### config.mk
export PLATFORM = sky130hd
export DESIGN_NAME = tx_sync_dist
export DESIGN_NICKNAME = d
export VERILOG_FILES = /design/src/rtl/tx_sync_pkg.sv /design/src/rtl/tx_sync_pin_edge.sv /design/src/rtl/tx_sync_regs.sv /design/src/rtl/tx_sync_router.sv /design/src/rtl/tx_sync_dist.sv
export SDC_FILE = /design/constraint.sdc
export NUM_CORES = 1
export LEC_CHECK = 0
export BUFFER_PORTS_ARGS = -buffer_cell sky130_fd_sc_hd__buf_2
export CAP_MARGIN = 30
export CORE_MARGIN = 2
export CORE_UTILIZATION = 34
export DETAILED_ROUTE_END_ITERATION = 16
export MAX_ROUTING_LAYER = met4
export PLACE_DENSITY = 0.6
export SLEW_MARGIN = 10
export SYNTH_ARGS = -nofsm -noshare
export SYNTH_HDL_FRONTEND = slang
export SYNTH_HIERARCHICAL = 1
export SYNTH_SLANG_ARGS = --single-unit
export TNS_END_PERCENT = 1
### constraint.sdc
create_clock -name clk -period 2.2 [get_ports clk]
set_input_delay 0.11 -clock clk [delete_from_list [all_inputs] [get_ports clk]]
set_output_delay 0.11 -clock clk [all_outputs]
set_load 0.02 [all_outputs]
### src/rtl/tx_sync_pkg.sv
package tx_sync_pkg;
   localparam int NUM_TGT        = 5;
   localparam int TGT_FIFO       = 0;
   localparam int TGT_DIV        = 1;
   localparam int TGT_QOFS       = 2;
   localparam int TGT_QGP        = 3;
   localparam int TGT_MIX        = 4;
   localparam int NUM_TRIG       = NUM_TGT + 1;
   localparam int GLOB_TRIG_BIT  = NUM_TGT;
   localparam int CFG_MIXSRC_BIT = 5;
   localparam int CFG_MODE_BIT   = 7;
   localparam int SRC_GLOB_BIT   = 4;
endpackage

### src/rtl/tx_sync_pin_edge.sv
module tx_sync_pin_edge #(
   parameter int STAGES = 2
) (
   input  logic clk,
   input  logic rst,
   input  logic pin_async,
   output logic pin_rise
);
   logic [STAGES-1:0] chain_q;
   logic              last_q;

   initial begin
      assert (STAGES >= 2) else $fatal(1, "synchronizer needs at least two stages");
   end

   generate
      for (genvar s = 0; s < STAGES; s++) begin : g_stage
         if (s == 0) begin : g_first
            always_ff @(posedge clk) begin
               if (rst) chain_q[0] <= 1'b0;
               else     chain_q[0] <= pin_async;
            end
         end else begin : g_next
            always_ff @(posedge clk) begin
               if (rst) chain_q[s] <= 1'b0;
               else     chain_q[s] <= chain_q[s-1];
            end
         end
      end
   endgenerate

   always_ff @(posedge clk) begin
      if (rst) last_q <= 1'b0;
      else     last_q <= chain_q[STAGES-1];
   end

   assign pin_rise = chain_q[STAGES-1] & ~last_q;

   assert_pin_single_R3: assert property (@(posedge clk) disable iff (rst)
      pin_rise |=> !pin_rise);
endmodule

### src/rtl/tx_sync_regs.sv
module tx_sync_regs
   import tx_sync_pkg::*;
#(
   parameter int              ADDR_W    = 12,
   parameter int              DATA_W    = 8,
   parameter logic [ADDR_W-1:0] CFG_ADDR  = 12'h10B,
   parameter logic [ADDR_W-1:0] SRC_ADDR  = 12'h10C,
   parameter logic [ADDR_W-1:0] TRIG_ADDR = 12'h10D
) (
   input  logic                clk,
   input  logic                rst,
   input  logic                we,
   input  logic [ADDR_W-1:0]   addr,
   input  logic [DATA_W-1:0]   wdata,
   output logic [DATA_W-1:0]   rdata,
   output logic                mode_per_blk,
   output logic [NUM_TGT-1:0]  tgt_dis,
   output logic [NUM_TGT-1:0]  tgt_src,
   output logic                glob_src,
   output logic [NUM_TRIG-1:0] sw_rise
);
   localparam logic [DATA_W-1:0] CFG_MASK  = DATA_W'((1 << CFG_MODE_BIT) | (1 << CFG_MIXSRC_BIT) | ((1 << NUM_TGT) - 1));
   localparam logic [DATA_W-1:0] SRC_MASK  = DATA_W'((1 << (SRC_GLOB_BIT + 1)) - 1);
   localparam logic [DATA_W-1:0] TRIG_MASK = DATA_W'((1 << NUM_TRIG) - 1);

   initial begin
      assert (DATA_W >= 8) else $fatal(1, "data width must hold the configuration byte");
      assert (CFG_ADDR != SRC_ADDR && SRC_ADDR != TRIG_ADDR && CFG_ADDR != TRIG_ADDR)
         else $fatal(1, "register addresses must differ");
   end

   logic [DATA_W-1:0] cfg_q, src_q, trig_q;
   logic wr_cfg, wr_src, wr_trig;

   assign wr_cfg  = we && (addr == CFG_ADDR);
   assign wr_src  = we && (addr == SRC_ADDR);
   assign wr_trig = we && (addr == TRIG_ADDR);

   always_ff @(posedge clk) begin
      if (rst) begin
         cfg_q   <= '0;
         src_q   <= '0;
         trig_q  <= '0;
         sw_rise <= '0;
      end else begin
         if (wr_cfg) cfg_q <= wdata & CFG_MASK;
         if (wr_src) src_q <= src_q ^ ((src_q ^ wdata) & SRC_MASK);
         if (wr_trig) begin
            trig_q  <= wdata & TRIG_MASK;
            sw_rise <= wdata[NUM_TRIG-1:0] & ~trig_q[NUM_TRIG-1:0];
         end else begin
            sw_rise <= '0;
         end
      end
   end

   always_comb begin
      if      (addr == CFG_ADDR)  rdata = cfg_q;
      else if (addr == SRC_ADDR)  rdata = src_q;
      else if (addr == TRIG_ADDR) rdata = trig_q;
      else                        rdata = '0;
   end

   assign mode_per_blk = cfg_q[CFG_MODE_BIT];
   assign tgt_dis      = cfg_q[NUM_TGT-1:0];
   assign glob_src     = src_q[SRC_GLOB_BIT];

   generate
      for (genvar t = 0; t < NUM_TGT; t++) begin : g_src
         if (t == TGT_MIX) begin : g_mix
            assign tgt_src[t] = cfg_q[CFG_MIXSRC_BIT];
         end else begin : g_reg
            assign tgt_src[t] = src_q[t];
         end
      end
   endgenerate

   assert_reset_clear_R1: assert property (@(posedge clk)
      rst |=> (cfg_q == '0 && src_q == '0 && trig_q == '0 && sw_rise == '0));

   generate
      for (genvar b = 0; b < NUM_TRIG; b++) begin : g_chk
         assert_no_retrigger_R9: assert property (@(posedge clk) disable iff (rst)
            (wr_trig && trig_q[b]) |=> !sw_rise[b]);
         assert_rise_single_R9: assert property (@(posedge clk) disable iff (rst)
            sw_rise[b] |=> !sw_rise[b]);
      end
   endgenerate
endmodule

### src/rtl/tx_sync_router.sv
module tx_sync_router
   import tx_sync_pkg::*;
(
   input  logic                clk,
   input  logic                rst,
   input  logic                pin_rise,
   input  logic [NUM_TRIG-1:0] sw_rise,
   input  logic                mode_per_blk,
   input  logic [NUM_TGT-1:0]  tgt_dis,
   input  logic [NUM_TGT-1:0]  tgt_src,
   input  logic                glob_src,
   output logic [NUM_TGT-1:0]  sync_q
);
   logic glob_pulse;

   assign glob_pulse = glob_src ? sw_rise[GLOB_TRIG_BIT] : pin_rise;

   generate
      for (genvar t = 0; t < NUM_TGT; t++) begin : g_tgt
         logic blk_pulse, nxt;
         assign blk_pulse = tgt_src[t] ? sw_rise[t] : pin_rise;
         assign nxt = mode_per_blk ? (!tgt_dis[t] && blk_pulse) : glob_pulse;

         always_ff @(posedge clk) begin
            if (rst) sync_q[t] <= 1'b0;
            else     sync_q[t] <= nxt;
         end

         assert_disabled_quiet_R8: assert property (@(posedge clk) disable iff (rst)
            (mode_per_blk && tgt_dis[t]) |=> !sync_q[t]);
         assert_blk_pin_R7: assert property (@(posedge clk) disable iff (rst)
            (mode_per_blk && !tgt_dis[t] && !tgt_src[t] && pin_rise) |=> sync_q[t]);
         assert_blk_sw_R7: assert property (@(posedge clk) disable iff (rst)
            (mode_per_blk && !tgt_dis[t] && tgt_src[t] && !sw_rise[t]) |=> !sync_q[t]);
      end
   endgenerate

   assert_glob_pin_R4: assert property (@(posedge clk) disable iff (rst)
      (!mode_per_blk && !glob_src && pin_rise) |=> (&sync_q));
   assert_glob_sw_R5: assert property (@(posedge clk) disable iff (rst)
      (!mode_per_blk && glob_src) |=> (sync_q == '0 || &sync_q));
endmodule

### src/rtl/tx_sync_dist.sv
module tx_sync_dist
   import tx_sync_pkg::*;
#(
   parameter int                ADDR_W      = 12,
   parameter int                DATA_W      = 8,
   parameter int                SYNC_STAGES = 2,
   parameter logic [ADDR_W-1:0] CFG_ADDR    = 12'h10B,
   parameter logic [ADDR_W-1:0] SRC_ADDR    = 12'h10C,
   parameter logic [ADDR_W-1:0] TRIG_ADDR   = 12'h10D
) (
   input  logic               clk,
   input  logic               rst,
   input  logic               sync_pin,
   input  logic               reg_we,
   input  logic [ADDR_W-1:0]  reg_addr,
   input  logic [DATA_W-1:0]  reg_wdata,
   output logic [DATA_W-1:0]  reg_rdata,
   output logic [NUM_TGT-1:0] sync_out
);
   logic                pin_rise;
   logic [NUM_TRIG-1:0] sw_rise;
   logic                mode_per_blk, glob_src;
   logic [NUM_TGT-1:0]  tgt_dis, tgt_src;

   tx_sync_pin_edge #(.STAGES(SYNC_STAGES)) i_pin (
      .clk(clk), .rst(rst), .pin_async(sync_pin), .pin_rise(pin_rise));

   tx_sync_regs #(
      .ADDR_W(ADDR_W), .DATA_W(DATA_W),
      .CFG_ADDR(CFG_ADDR), .SRC_ADDR(SRC_ADDR), .TRIG_ADDR(TRIG_ADDR)
   ) i_regs (
      .clk(clk), .rst(rst), .we(reg_we), .addr(reg_addr), .wdata(reg_wdata),
      .rdata(reg_rdata), .mode_per_blk(mode_per_blk), .tgt_dis(tgt_dis),
      .tgt_src(tgt_src), .glob_src(glob_src), .sw_rise(sw_rise));

   tx_sync_router i_route (
      .clk(clk), .rst(rst), .pin_rise(pin_rise), .sw_rise(sw_rise),
      .mode_per_blk(mode_per_blk), .tgt_dis(tgt_dis), .tgt_src(tgt_src),
      .glob_src(glob_src), .sync_q(sync_out));

   assert_out_single_R3: assert property (@(posedge clk) disable iff (rst)
      (!reg_we && $stable(sync_pin) && (sync_out != '0)) |=> (sync_out == '0) || $past(reg_we));
endmodule

==> results of run 1 <==
[routing by layer]
layer | track usage [%] | up-vias | wire length, um
met1 | 17.0 | 548 | 1480
met4 | 4.27 | 0 | 14
met3 | 3.75 | 2 | 134
met5 | - | - | 0
met2 | 23.2 | 24 | 1650
li1 | - | 573 | -
[worst paths after layout]
check,start,to,slack (ns)
worst max-delay path,reg_addr[9],reg_rdata[4],0.44
worst min-delay path,sync_pin,i_pin/chain_q[0]$_SDFF_PP0_,0.05
worst max register to register,i_pin/chain_q[1]$_SDFF_PP0_,i_route/sync_q[0]$_SDFF_PP0_,0.96
worst min register to register,i_pin/chain_q[0]$_SDFF_PP0_,i_pin/chain_q[1]$_SDFF_PP0_,0.44
[placed cells by master, fill, tap and decap left out, drive strengths merged, types with 2 or more instances in the layout]
| master | count |
|---|---|
| buf | 35 |
| dfxtp | 32 |
| mux2i | 24 |
| nor2 | 18 |
| nand2b | 16 |
| clkbuf | 7 |
| nor3b | 7 |
| mux2 | 5 |
| a22oi | 5 |
| o32ai | 5 |
| nand2 | 4 |
| nor2b | 4 |
| nor3 | 3 |
| or2 | 2 |
| nor4 | 2 |
[state kept, by name (all words and copies together), names as in the netlist]
name,cells
i_regs/trig_q,6
i_route/sync_q,5
i_regs/sw_rise,6
i_regs/src_q,5
i_regs/cfg_q,7
i_pin/chain_q,2
i_pin/last_q,1
[final cells by class]
cell class / count / area share, %
clock inverter: 1 / 1.64
sequential: 32 / 34.9
timing repair buffer: 35 / 9.69
tap: 52 / 3.55
multi-input combinational: 105 / 45.0
clock buffer: 7 / 5.25
[worst reg2reg max path: stages, from the launching register on]
cell and delay, ns:
dfxtp_1 0.32, nor2b_2 0.34, mux2i_1 0.19, o32ai_1 0.30
[power groups by stage]
stage | clock network (mW) | registers (mW) | logic [mW]
3_5_place_dp | 0 | 0.598 | 0.0809
6_report | 0.604 | 0.585 | 0.0808
2_1_floorplan | 0 | 0.601 | 0.0433
4_1_cts | 0.619 | 0.585 | 0.0811
3_3_place_gp | 0 | 0.598 | 0.0790
5_1_grt | 0.652 | 0.585 | 0.0887
[per-stage QoR]
stage	total power [mW]	cells
floorplan	0.644	143
global placement	0.677	224
detailed placement	0.679	224
CTS	1.29	232
global route	1.33	232
finish	1.27	232
[cells by family (layout without fill, tap and decap cells)]
| family | Yosys count | after routing | share of synthesized area [%] |
|---|---|---|---|
| and+or+nand+nor | 64 | 64 | 29.2 |
| DFF | 32 | 32 | 42.7 |
| muxes | 29 | 29 | 19.8 |
| AOI/OAI and AO/OA | 11 | 11 | 5.76 |
| buffers and inverters | 6 | 43 | 2.25 |
| other | 1 | 1 | 0.250 |
==> results_dict.tcl, run 1 <==
set metrics [dict create \
    status "finished, final reports clean" \
    synth.ff_latch_count 32 \
    antennaDiodeCount 0 \
    yosysWarnings 6 \
    cellPowerDensity_nw_per_um2 692 \
    seqPwrFrac_pct 46.1 \
    max_freq_mhz 567 \
    worstMarginPinSlew_ns 0.538 \
    synth.net_count 167 \
    drt_iter0_drc 68 \
    netlist.area_leader.share_pct 42.7 \
    drc 0 \
    gp_congestion 0.779 \
    path_class "input pin to output pin" \
    holdWs_ns 0.0508 \
    finalSetupViolCount 0 \
    yosysTopAreaCell "dfxtp_1" \
    min_path_type "input pin to flip-flop" \
    crit_family "simple AND/OR/NAND/NOR gates" \
    coreArea_sq_um 4290 \
    rsz0062_at_grt "no" \
    clkTransAtPathRegs_ns 0.06 \
    finalNetCount 203 \
    combPwrFrac_pct 6.4 \
    period_minus_slack_ns 1.76 \
    ant_nets 0 \
    wire_per_inst_um 14.1 \
    syn-cell-area_sq_um 1500 \
    first_pass_iters 4 \
    cts_hold_buf 0 \
    p_clk_share_pct 47.6 \
    grt_pass1_vias 1112 \
    async_flop_share_pct 0 \
    yosysUniqueCellTypes 30 \
    crit_fanout 7 \
    numCtsBuffers 5 \
    swShare_pct 19.7 \
    finalClockSkew_ns 0.00160 \
    crit_required_ns 2.09 \
    cts_setup_buffers 0 \
    cp.depth 6 \
    dieWidth_um 70.4 \
    cpMostUsedCell "buf_2" \
    tns_ns 0 \
    slowest_stage "or4b_4" \
    synth.most_common_cell "dfxtp_1" \
    start_kind "input pin" \
    pre_cts_ws_ns 0.338 \
    syn_to_final_growth_pct 22.4 \
    critPathCaptureType "output pin" \
    r2r.worst_path.cells 3 \
    ios 37 \
    root_buffer "clkbuf_8" \
    portBuffers 34 \
    ys_seq_area_share_pct 42.7 \
    slew_headroom_pct 63.9 \
    maxSlewViolCount 0 \
    layout.area.seq_sq_um 641 \
    p_int_mw 1.02 \
    timing_hold_violations_final 0 \
    fin_util_pct 42.7 \
    worstPathArrival_ns 1.65 \
    synth_area_leaders "dfxtp_1 43%, mux2i_1 16%, nand2b_1 6.3%, nor2_1 4.5%, mux2_2 3.8%" \
    hpwlAfterDp_um 2460 \
    drive_above_1_share_pct 31.7 \
    initial_utilization_pct 34.9 \
    die-area_sq_um 4960 \
    clock_latency_ns 0.27 \
    path_cells "buf_2, or4b_4, nor3b_4, a22oi_1, nor2_1, buf_2" \
    whs_path_depth 2 \
    htree_levels 2 \
    cts_tree "built" \
    slowest_delay_ns 0.61 \
    grtUsageTotal_pct 14.1 \
    synthTopCellsByCount "32 x dfxtp_1, 24 x mux2i_1, 18 x nor2_1" \
    vdd_drop_max_mv 0.195 \
    postCtsResizedCells 0 \
    postLayoutCellArea_sq_um 1830 \
    multiInputGateArea_sq_um 825 \
    nFillCells 423 \
    cp.buffers_inverters 2 \
    clock-sinks 32 \
    switchingPower_mw 0.251 \
    fin_ws_ns 0.437 \
    synth_edf_count 0 \
    synth_ff_type "dfxtp_1" \
    grt_antenna_before_repair 0 \
    drt-total-wl_um 3280 \
    clk_path_buf_depth 2 \
    die_h_um 70.4 \
    via_per_inst 4.94 \
    grt_max_degree 32 \
    gr-total-overflow 0 \
    vias 1147 \
    max_cap_violations 0 \
    grt_pass1_wl_um 5440 \
    period_share_pct 80.1 \
    postSynthAreaPerCell_sq_um 10.5 \
    num_rows 24 \
    placed_area_sq_um 1710 \
    leakage_nw 0.734 \
    synth_cells 143 \
]
No activity file was read; power rests on OpenSTA's default activity.
==> inputs of run 2 (changes only) <==
Settings changed: ABC_AREA set to 1, PLACE_DENSITY 0.6 to 0.59.
Clock period 2.2 ns to 1.7 ns, I/O delays scaled along.
==> run 2 against run 1 <==
Compared with the run above:
- routed wire length increased by 18%
- final area increased by 6.3%
- register-to-register slack got worse by 0.24 ns
- setup slack got worse by 0.13 ns
- count of clock-buffer cells in the layout increased by 1
- sequential cell count unchanged
- highest routed layer unchanged
- non-clock buffer count increased by 2
- first-iteration DRC count increased by 7.4%
- via count increased by 31%
==> results_dict.tcl, run 2 <==
set metrics [dict create \
    finalNetCount 302 \
    vdd_drop_max_mv 0.293 \
    synthSimpleGateAreaFrac_pct 40.9 \
    cts_hold_buf 0 \
    ys_seq_area_share_pct 39.2 \
    largestRegisters "i_regs/cfg_q: 7 flops, i_regs/sw_rise: 6 flops, i_regs/trig_q: 6 flops" \
    cellPowerDensity_nw_per_um2 744 \
    grt_pass1_wl_um 6450 \
    wire_per_inst_um 11.6 \
    yosysTopAreaCell "dfxtp_1" \
    start_kind "flip-flop" \
    hp-start "sync_pin" \
    crit_required_ns 1.62 \
    postSynthAreaPerCell_sq_um 6.86 \
    root_buffer "clkbuf_8" \
    max_flop_register "i_regs/cfg_q" \
    fin_ws_ns 0.312 \
    hpwlAfterDp_um 2900 \
    numCtsBuffers 5 \
    grt_max_degree 19 \
    synth.net_count 262 \
    gr-total-overflow 0 \
    period_minus_slack_ns 1.39 \
    crit_fanout 3 \
    leakage_nw 1.03 \
    synthMuxAreaShare_pct 0 \
    via_per_inst 4.53 \
    crit_start "i_regs/trig_q[4]$_SDFFE_PP0P_" \
    grt_pass1_vias 1421 \
    initial_utilization_pct 34.8 \
    synth_cells 238 \
    num_rows 25 \
    synth_edf_count 0 \
    yosysWarnings 6 \
    drt_iter0_drc 73 \
    clkTransAtPathRegs_ns 0.06 \
    synth_top_family_by_area "simple AND/OR/NAND/NOR gates" \
    die-area_sq_um 5370 \
    syn_to_final_growth_pct 19.4 \
    drc 0 \
    rsz0062_at_grt "no" \
    synthAdderAreaFrac_pct 0 \
    antennaDiodeCount 0 \
    first_pass_iters 4 \
    drive_above_1_share_pct 25.1 \
    synth-compound-area-share_pct 6.90 \
    drt-total-wl_um 3880 \
    maxSlewViolCount 0 \
    holdWs_ns 0.00807 \
    dieWidth_um 73.3 \
    largest_reg_flops 7 \
    clock_latency_ns 0.28 \
    synth_ff_type "dfxtp_1" \
    power_mw 1.45 \
    synth_xor_area_share_pct 0 \
    postCtsResizedCells 0 \
    finalClockSkew_ns 0.00198 \
    synth.most_common_cell "nand2_1" \
    cts_setup_buffers 0 \
    critPathCaptureType "output pin" \
    max_cap_violations 0 \
    synth_area_leaders "dfxtp_1 39%, nand2_1 12%, inv_1 9.2%, nor2_1 9.2%, nand3_1 8.6%" \
    layout_commonest_cell "nand2_1" \
    grt_antenna_before_repair 0 \
    cts_tree "built" \
    yosysUniqueCellTypes 24 \
    clock-sinks 32 \
    synthTopCellsByCount "51 x nand2_1, 40 x inv_1, 40 x nor2_1" \
    netlist.area_leader.share_pct 39.2 \
    fin_util_pct 41.5 \
    htree_levels 2 \
    finalSetupViolCount 0 \
    coreArea_sq_um 4690 \
    timing_hold_violations_final 0 \
    portBuffers 34 \
    pre_cts_ws_ns 0.298 \
    async_flop_share_pct 0 \
    ios 37 \
    ant_nets 0 \
    max_freq_mhz 721 \
    min_path_type "input pin to flip-flop" \
    clk_path_buf_depth 2 \
    gp_congestion 0.788 \
    grtUsageTotal_pct 16.3 \
    most-common-layout-cells "51 x nand2_1, 40 x inv_1, 40 x nor2_1" \
    syn-cell-area_sq_um 1630 \
    die_h_um 73.3 \
    tns_ns 0 \
    status "finished, final reports clean" \
    worstPathArrival_ns 1.30 \
    r2r-start "i_pin/chain_q[1]$_SDFF_PP0_" \
    synth.ff_latch_count 32 \
    vias 1507 \
    period_share_pct 81.6 \
    path_class "flip-flop to output pin" \
]
## run 2: cell types whose count changed in the layout (fill, tap and decap cells not counted), sizes merged, moves of 7 or more
cell,delta
inv,+44
mux2i,-24
nand2,+52
nand2b,-16
nand3,+31
nor2,+24
nor3b,-7
o21ai,+7
## run 2: power by group
| part | switching [mW] | internal [mW] | total (mW) |
|---|---|---|---|
| registers | 0.00130 | 0.756 | 0.757 |
| logic | 0.0652 | 0.0332 | 0.0984 |
| clock network | 0.265 | 0.330 | 0.595 |
| total | 0.332 | 1.12 | 1.45 |
## run 2: critical path, cell delays in order (launching register included)
cell,delay (ns)
dfxtp_1,0.36
a21boi_0,0.21
nand3_1,0.10
nand3_1,0.10
nand2_1,0.06
inv_1,0.04
buf_2,0.15
## run 2: metrics by stage
step                std cells  cell area (sq um)
floorplan                 238               1630
global placement          325               1860
detailed placement        325               1860
CTS                       333               1950
global route              333               1950
finish                    333               1950
## run 2: layout make-up
type | instances | area [sq um]
Sequential cell | 32 | 641
Inverter | 46 | 174
Clock buffer | 8 | 90.1
Tap cell | 54 | 67.6
Fill cell | 505 | 2740
Timing Repair Buffer | 37 | 193
Multi-Input combinational cell | 156 | 785
## run 2: final timing paths
| check | slack, ns | end | depth (start not counted) |
|---|---|---|---|
| min reg2reg | 0.41 | i_pin/chain_q[1]$_SDFF_PP0_ | 2 |
| min | 0.008 | i_pin/chain_q[0]$_SDFF_PP0_ | 3 |
| max reg2reg | 0.72 | i_route/sync_q[1]$_SDFF_PP0_ | 6 |
| max | 0.31 | reg_rdata[4] | 6 |
## run 2: kinds of logic (layout without fill, tap and decap cells)
kind of cell           Yosys count  after routing
AO/OA/AOI/OAI                   17             17
buffers and inverters           50             91
flip-flops                      32             32
other                            1              1
AND/OR/NAND/NOR                138            138
## run 2: routing by layer
layer | routed length (um) | GRT usage, %
met1 | 1760 | 19.2
met2 | 1840 | 26.8
met3 | 205 | 2.88
met4 | 74 | 7.88
met5 | 0 | -
==> inputs of run 3 (changes only) <==
Clock period 1.7 ns to 1.3 ns, I/O delays scaled along.
==> run 3 against run 2 <==
Compared with the run above:
- sequential cell count unchanged
- final cell count grew 1.2%
- largest power group unchanged
- hold slack gained 0.017 ns
- total power rose by 31%
- routed wire length down 1.9%
- final area rose by 6.3%
- register-to-register slack got worse by 0.39 ns
- combinational power grew 41%
==> results_dict.tcl, run 3 (synthesis gave the netlist of run 2 again) <==
set metrics [dict create \
    period_share_pct 96.2 \
    ant_nets 0 \
    switchingPower_mw 0.435 \
    clock-sinks 32 \
    clkTransAtPathRegs_ns 0.06 \
    path_class "flip-flop to output pin" \
    clock_latency_ns 0.28 \
    wire_per_inst_um 11.3 \
    vias 1487 \
    combPwrFrac_pct 7.3 \
    p_clk_share_pct 40.7 \
    crit_fanout 3 \
    fin_cells 337 \
    crit_required_ns 1.24 \
    grtUsageTotal_pct 16.0 \
    r2r-start "i_pin/chain_q[1]$_SDFF_PP0_" \
    drt_iter0_drc 58 \
    antennaDiodeCount 0 \
    postLayoutCellArea_sq_um 2070 \
    drt-total-wl_um 3800 \
    critPathCaptureType "output pin" \
    drc 0 \
    gp_congestion 0.783 \
    pre_cts_ws_ns 0.0333 \
    timing_hold_violations_final 0 \
    hpwlAfterDp_um 2810 \
    grt_max_degree 19 \
    r2r.worst_path.cells 6 \
    status "finished, final reports clean" \
    fin_ws_ns 0.0498 \
    max_flop_register "i_regs/cfg_q" \
    die-area_sq_um 5370 \
    dieWidth_um 73.3 \
    most-common-layout-cells "50 x nand2_1, 39 x inv_1, 39 x nor2_1" \
    placedCellCount 326 \
    min_path_type "input pin to flip-flop" \
    reg2reg_to "i_route/sync_q[0]$_SDFF_PP0_" \
    first_pass_iters 4 \
    numCtsBuffers 5 \
    via_per_inst 4.41 \
    gr-total-overflow 0 \
    min_to "i_regs/cfg_q[3]$_SDFFE_PP0P_" \
    max_cap_violations 0 \
    finalSetupViolCount 0 \
    whs_path_depth 3 \
    layout_commonest_cell "nand2_1" \
    cts_tree "built" \
    cellPowerDensity_nw_per_um2 918 \
    initial_utilization_pct 34.8 \
    max_freq_mhz 800 \
    hp-start "reg_wdata[3]" \
    nFillCells 473 \
    p_int_mw 1.47 \
    leakage_nw 1.09 \
    crit_start "i_regs/trig_q[1]$_SDFFE_PP0P_" \
    swShare_pct 22.9 \
    vdd_drop_max_mv 0.456 \
    drive_above_1_share_pct 31.1 \
    clk_path_buf_depth 2 \
    placed_area_sq_um 1880 \
    rsz0062_at_grt "yes" \
    worstPathArrival_ns 1.19 \
    largestRegisters "i_regs/cfg_q: 7 flops, i_regs/sw_rise: 6 flops, i_regs/trig_q: 6 flops" \
    largest_reg_flops 7 \
    die_h_um 73.3 \
    coreArea_sq_um 4690 \
    htree_levels 2 \
    root_buffer "clkbuf_8" \
    period_minus_slack_ns 1.25 \
    maxSlewViolCount 0 \
    grt_antenna_before_repair 0 \
    r2r_slack_ns 0.33 \
    start_kind "flip-flop" \
    grt_pass1_vias 1351 \
    portBuffers 34 \
    seqPwrFrac_pct 52.0 \
    syn_to_final_growth_pct 26.9 \
    ios 37 \
    num_rows 25 \
    finalClockSkew_ns 0.00157 \
    grt_pass1_wl_um 6200 \
    finalNetCount 306 \
]
run 3: worst max path at each step:
stage | endpoint | slack (ns) | cells past startpoint
after CTS | reg_rdata[1] | 0.0002 | 6
after global placement | i_regs/trig_q[2]$_SDFFE_PP0P_ | 0.06 | 8
after global routing | reg_rdata[1] | -0.06 | 6
after floorplan | reg_rdata[5] | 0.18 | 5
after detailed placement | i_regs/trig_q[5]$_SDFFE_PP0P_ | 0.03 | 8
final | reg_rdata[1] | 0.05 | 6
run 3: final cells by class:
type	count	area [sq um]	share of cell area, %
inverter	46	175	8.45
clock buffer	8	90.1	4.35
sequential	32	647	31.2
multi-input combinational	156	832	40.2
timing repair buffer	41	260	12.6
tap	54	67.6	3.26
run 3: timing repair:
item                                    CTS  global route
hold buffers                              2             0
hold endpoints to repair                  2             0
setup buffers                             0             1
resized for setup                        11            19
pin swaps                                 0             1
endpoints found under the setup margin    5             6
run 3: per-layer routing:
metal	vias to the layer above	global-route usage, %	share of wire (%)
met5	-	-	0
met4	0	9.49	2.9
met3	9	3.57	4.2
met2	27	25.2	46
met1	636	18.5	47
li1	815	-	-
run 3: critical path, cell delays in order (launching register included):
cell      delay [ns]
dfxtp_2         0.35
a21boi_2        0.15
nand3_1         0.09
nand3_2         0.09
nand2_1         0.05
inv_1           0.06
buf_6           0.11
run 3: metrics by stage:
step / setup TNS [ns] / utilization (%) / power [mW] / hold WS (ns)
floorplan: 0 / - / 1.07 / 0.134
global route: -0.177 / 44.2 / 1.99 / 0.0405
CTS: 0 / 42.6 / 1.94 / 0.0143
detailed placement: 0 / 40.1 / 1.14 / 0.272
global placement: 0 / 40.1 / 1.14 / 0.276
finish: 0 / 44.2 / 1.90 / 0.0249
run 3: power groups by stage:
stage	clock network, mW	registers, mW	logic, mW
floorplan	0	1.02	0.0562
global placement	0	1.01	0.128
global route	0.841	0.990	0.155
finish	0.773	0.990	0.139
detailed placement	0	1.01	0.129
CTS	0.812	0.990	0.135
